<file path="src/rtl/irq_halt_pkg.sv">
package irq_halt_pkg;

    localparam int IRQ_LINES  = 5;
    localparam int VEC_W      = 8;
    localparam int VEC_BASE   = 'h40;
    localparam int VEC_STRIDE = 8;

    // control bits held by the sequencer
    typedef struct packed {
        logic ime;
        logic ei_armed;
        logic halted;
        logic svc;
        logic pc_hold;
    } ctl_state_t;

    localparam ctl_state_t CTL_RESET = '{default: 1'b0};

endpackage

</file>
<file path="src/rtl/irq_prio_pick.sv">
module irq_prio_pick #(
    parameter int N  = 5,
    parameter int IW = 3
) (
    input  logic [N-1:0]  req,
    output logic          any,
    output logic [N-1:0]  grant,
    output logic [IW-1:0] idx
);

    logic [N:0] lower;

    assign lower[0] = 1'b0;

    genvar g;
    generate
        for (g = 0; g < N; g++) begin : g_chain
            assign lower[g+1] = lower[g] | req[g];
            assign grant[g]   = req[g] & ~lower[g];
        end
    endgenerate

    assign any = lower[N];

    always_comb begin
        idx = '0;
        for (int i = 0; i < N; i++) begin
            if (grant[i]) idx = idx | IW'(i);
        end
    end

endmodule

</file>
<file path="src/rtl/irq_vec_gen.sv">
module irq_vec_gen #(
    parameter int IW     = 3,
    parameter int VW     = 8,
    parameter int BASE   = 'h40,
    parameter int STRIDE = 8
) (
    input  logic [IW-1:0] idx,
    output logic [VW-1:0] vec
);

    localparam logic [VW-1:0] BASE_V   = VW'(BASE);
    localparam logic [VW-1:0] STRIDE_V = VW'(STRIDE);

    assign vec = BASE_V + STRIDE_V * VW'(idx);

endmodule

</file>
<file path="src/rtl/irq_halt_ctrl.sv">
module irq_halt_ctrl
    import irq_halt_pkg::*;
#(
    parameter int NUM_IRQ = IRQ_LINES,
    parameter int VW      = VEC_W
) (
    input  logic               clk,
    input  logic               rst_n,
    input  logic               dis_i,
    input  logic               ena_i,
    input  logic               reti_i,
    input  logic               halt_i,
    input  logic               instr_done_i,
    input  logic [NUM_IRQ-1:0] irq_en_i,
    input  logic [NUM_IRQ-1:0] irq_flag_i,
    output logic               ime_o,
    output logic               halted_o,
    output logic               svc_req_o,
    output logic [VW-1:0]      svc_vec_o,
    output logic [NUM_IRQ-1:0] irq_ack_o,
    output logic               pc_hold_o
);

    localparam int IW = (NUM_IRQ > 1) ? $clog2(NUM_IRQ) : 1;

    ctl_state_t         st_d, st_q;
    logic [VW-1:0]      vec_d, vec_q;
    logic [NUM_IRQ-1:0] ack_d, ack_q;

    logic [NUM_IRQ-1:0] pend;
    logic               pend_any;
    logic [NUM_IRQ-1:0] grant;
    logic [IW-1:0]      win_idx;
    logic [VW-1:0]      win_vec;
    logic               take;

    assign pend = irq_en_i & irq_flag_i;

    irq_prio_pick #(.N(NUM_IRQ), .IW(IW)) u_pick (
        .req   (pend),
        .any   (pend_any),
        .grant (grant),
        .idx   (win_idx)
    );

    irq_vec_gen #(.IW(IW), .VW(VW), .BASE(VEC_BASE), .STRIDE(VEC_STRIDE)) u_vec (
        .idx (win_idx),
        .vec (win_vec)
    );

    always_comb begin
        st_d         = st_q;
        st_d.svc     = 1'b0;
        st_d.pc_hold = 1'b0;
        vec_d        = vec_q;
        ack_d        = '0;
        take         = 1'b0;

        if (st_q.halted) begin
            // sleeping: any enabled request wakes, service only if enabled
            if (pend_any) begin
                st_d.halted = 1'b0;
                take        = st_q.ime;
            end
        end else begin
            if (dis_i) begin
                st_d.ime      = 1'b0;
                st_d.ei_armed = 1'b0;
            end else begin
                if (ena_i)
                    st_d.ei_armed = 1'b1;
                else if (instr_done_i)
                    st_d.ei_armed = 1'b0;

                if (reti_i)
                    st_d.ime = 1'b1;
                else if (st_q.ei_armed && instr_done_i && !ena_i)
                    st_d.ime = 1'b1;

                take = st_q.ime && pend_any && instr_done_i && !halt_i;
            end

            if (halt_i) begin
                if (st_q.ime || !pend_any)
                    st_d.halted = 1'b1;
                else
                    st_d.pc_hold = 1'b1;
            end
        end

        if (take) begin
            st_d.ime = 1'b0;
            st_d.svc = 1'b1;
            vec_d    = win_vec;
            ack_d    = grant;
        end
    end

    always_ff @(posedge clk) begin
        if (!rst_n) begin
            st_q  <= CTL_RESET;
            vec_q <= '0;
            ack_q <= '0;
        end else begin
            st_q  <= st_d;
            vec_q <= vec_d;
            ack_q <= ack_d;
        end
    end

    assign ime_o     = st_q.ime;
    assign halted_o  = st_q.halted;
    assign svc_req_o = st_q.svc;
    assign svc_vec_o = vec_q;
    assign irq_ack_o = ack_q;
    assign pc_hold_o = st_q.pc_hold;

endmodule

</file>
<file path="config.mk">
export PLATFORM = sky130hd
export DESIGN_NAME = irq_halt_ctrl
export DESIGN_NICKNAME = d
export VERILOG_FILES = /design/src/rtl/irq_halt_pkg.sv /design/src/rtl/irq_prio_pick.sv /design/src/rtl/irq_vec_gen.sv /design/src/rtl/irq_halt_ctrl.sv
export SDC_FILE = /design/constraint.sdc
export NUM_CORES = 1
export LEC_CHECK = 0
export BUFFER_PORTS_ARGS = -buffer_cell sky130_fd_sc_hd__buf_2
export CAP_MARGIN = 20
export CORE_MARGIN = 2
export CORE_UTILIZATION = 37
export DETAILED_ROUTE_END_ITERATION = 8
export GPL_ROUTABILITY_DRIVEN = 0
export PLACE_DENSITY = 0.72
export SETUP_SLACK_MARGIN = 0.1
export SYNTH_ARGS = -nofsm -noshare
export SYNTH_HDL_FRONTEND = slang
export SYNTH_SLANG_ARGS = --single-unit
export TNS_END_PERCENT = 1
</file>
<file path="constraint.sdc">
create_clock -name clk -period 1.4 [get_ports clk]
set_clock_uncertainty 0.05 [all_clocks]
set_input_delay 0.28 -clock clk [delete_from_list [all_inputs] [get_ports clk]]
set_output_delay 0.28 -clock clk [all_outputs]
set_load 0.02 [all_outputs]
</file>
==> metrics.md <==
| Metric | Value |
|---|---|
| Tcrit/Tclk final | `89.4%` |
| CTS sink cnt | `14` |
| Std-Cell Rows | `14` |
| Switching fraction of total power | `25.2%` |
| Worst-path fanout max | `8` |
| Post-synth EDFFs | `0` |
| Setup WS post-layout | `0.148 ns` |
| First-pass DRT Iterations | `4` |
| Max-slew violations | `0` |
| FF-to-FF path depth | `4` |
| H-Tree Depth | `1` |
| NumNets Final | `125` |
| Worst hold path type | `input pin to register` |
| Layout cells sized above 1 | `50.5%` |
| Pre-CTS setup slack | `-0.146 ns` |
| Internal power | `0.000634 W` |
| Clk slew on worst S/H paths | `0.09 ns` |
| TritonCTS buffer count | `3` |
| Chip height | `43.8 µm` |
| Met3 Usage GRT | `3.75%` |
| Fillcell total | `135` |
| Power Dens Cells | `992 mW/mm²` |
| Global route hottest layer | `met2` |
| Comb power frac | `16.3%` |
| Fmax achieved | `799 MHz` |
| CTS Buffer Depth | `2` |
| Post-layout util | `57.4%` |
| Hold Vio Cnt, Final | `0` |
| Switching power | `0.000214 W` |
| DR vias | `588` |
| Leak Pwr | `0.454 nW` |
| Hold path start | `irq_flag_i[1]` |
| Die width | `43.8 µm` |
| Flop pwr share | `48.8%` |
| Reg2reg start | `ime_o$_SDFFE_PP0P_` |
| Global-route wire length before repair | `2280 µm` |
| Post-synthesis instance total | `64` |
| WHS Path Cells | `3` |
| Run status | `completed` |
| Area of the core | `0.00149 mm²` |
| Vias in the first global route | `544` |
| ANT cells | `0` |
| R2R Setup Slk | `0.18 ns` |
| Register Area | `283 µm²` |
| Initial Util | `39.3%` |
| Area grow syn2layout | `45.9%` |
| Setup Buffers After CTS | `0` |
| Synthesized cell area | `586 µm²` |
| DP HPWL | `1100 µm` |
| Footprint of the multi-input gates | `264 µm²` |
| TritonCTS clock tree | `yes` |
| Endpoint type of the worst setup path | `primary output` |
| Seq/Total Area, Yosys | `47.9%` |
| Fin crit period | `1.25 ns` |
| Clock network fraction of total power | `34.9%` |
| Number of remaining DRC errors | `0` |
| Port bufs | `29` |
| Clock latency on the worst-skew pair | `0.29 ns` |
| Ys async rst share | `0%` |
| Final wirelength | `1370 µm` |
| Critical Path AT | `0.92 ns` |
| Via density per instance | `4.78` |
| Distinct cells, synth | `29` |
| Initial antenna violation count | `0` |
| # setup viols final | `0` |
| RSZ-0062 raised after global routing | `false` |
| Yosys reg bits | `14` |
| Grt total ovfl | `0` |
| WS Path Type | `register to primary output` |
| Worst hold path endpoint | `irq_ack_o[1]$_SDFF_PN0_` |
| Synth warn | `0` |
| Crit start category | `register` |
| Met2 Track Usage GR | `27.9%` |
| Root Driver | `clkbuf_4` |
| Initial DRC count | `12` |
| Required time worst endpoint | `1.07 ns` |
| Die area | `0.00192 mm²` |
| Ys flop type | `dfxtp_1` |
| Largest net degree at the start of global routing | `9` |
| Worst VDD drop | `0.000625 V` |
| Tot GR Track Use | `17.2%` |
| Met1 GRT Util | `18.1%` |
| Mean post-synth cell area | `9.15 µm²` |
| Max_cap viols | `0` |
| Final ANT Viol Nets | `0` |
| Routed len/inst | `11.1 µm` |
| IO Pins | `34` |
| Reg-to-Reg End | `irq_ack_o[1]$_SDFF_PN0_` |
==> sequential cells by signal, indices dropped and copies added, names as in the netlist <==
signal     count
svc_req_o      1
ime_o          1
svc_vec_o      4
pc_hold_o      1
halted_o       1
irq_ack_o      5
st_q           1
==> worst max-delay path: stages (launching register included) <==
cell,delay [ns]
dfxtp_2,0.33
buf_4,0.15
buf_4,0.15
==> cells in the mapped netlist, types with 2 or more instances <==
master | count | share of area [%]
a22oi_2 | 2 | 4.3
and3_1 | 2 | 2.1
buf_4 | 4 | 5.1
dfxtp_1 | 14 | 48
inv_1 | 2 | 1.3
nand2_1 | 8 | 5.1
nand2b_1 | 2 | 2.1
nand3_1 | 2 | 1.7
nor2_1 | 7 | 4.5
o21ai_0 | 2 | 1.7
==> final cells by class <==
cell class	instances	area share, %
Timing Repair Buffer	41	27.8
Tap cell	16	2.34
Clock buffer	4	4.25
Multi-Input combinational cell	45	30.9
Sequential cell	14	33.1
Inverter	3	1.61
==> power by group through the flow <==
stage,combinational [W],sequential [W],clock [W]
3_5_place_dp,0.000136,0.000422,0
5_1_grt,0.000153,0.000415,0.000330
4_1_cts,0.000138,0.000413,0.000301
2_1_floorplan,0.0000607,0.000433,0
6_report,0.000138,0.000413,0.000296
3_3_place_gp,0.000132,0.000422,0
==> logic make-up (layout without fill, tap and decap cells) <==
| kind of cell | count (synthesis) | in the layout | synth area share, % |
|---|---|---|---|
| AND/OR/NAND/NOR | 28 | 28 | 24.1 |
| other | 1 | 4 | 0.640 |
| flip-flops | 14 | 14 | 47.9 |
| AO/OA/AOI/OAI | 13 | 13 | 17.9 |
| buffers and inverters | 8 | 48 | 9.40 |
==> routing by layer <==
| metal | part of all wire [%] | vias up |
|---|---|---|
| met3 | 5.6 | 5 |
| met5 | 0 | - |
| met1 | 41 | 261 |
| li1 | - | 302 |
| met2 | 49 | 20 |
| met4 | 4.5 | 0 |
==> per-stage QoR <==
step	cells	power, W	setup TNS [ns]	cell area [µm²]	hold slack (ns)
2_1_floorplan	67	0.000494	0	599	0.340
3_3_place_gp	119	0.000554	-0.489	813	0.396
3_5_place_dp	119	0.000558	-0.636	813	0.394
4_1_cts	123	0.000852	0	852	0.212
5_1_grt	123	0.000898	0	855	0.218
6_report	123	0.000847	0	855	0.209
==> how the worst max path moves through the flow <==
stage | cells after the start | slack [ns] | startpoint | end
after global placement | 6 | -0.12 | irq_en_i[2] | irq_ack_o[1]$_SDFF_PN0_
after detailed placement | 6 | -0.15 | irq_flag_i[2] | irq_ack_o[1]$_SDFF_PN0_
after floorplan | 6 | 0.03 | irq_flag_i[1] | svc_vec_o[4]$_SDFFE_PN0P_
after global routing | 4 | 0.10 | ime_o$_SDFFE_PP0P_ | irq_ack_o[2]$_SDFF_PN0_
final | 2 | 0.15 | halted_o$_SDFF_PN0_ | halted_o
after CTS | 2 | 0.14 | halted_o$_SDFF_PN0_ | halted_o
==> layout by cell type (no fill, tap or decap), types with 2 or more instances in the layout <==
cell	n
a22oi_2	2
clkbuf_4	3
nand2b_1	2
nand3_1	2
o21ai_0	2
conb_1	4
inv_1	2
dfxtp_2	2
buf_2	28
and3_1	2
dfxtp_1	12
nor2_1	7
buf_4	13
nand2_1	8
==> timing repair <==
action | 4_1_cts | 5_1_grt
gates resized for setup | 1 | 1
setup endpoints to repair | 1 | 1
hold buffers | 0 | 0
pin swaps | 0 | 0
No activity file was read; power rests on OpenSTA's default activity.
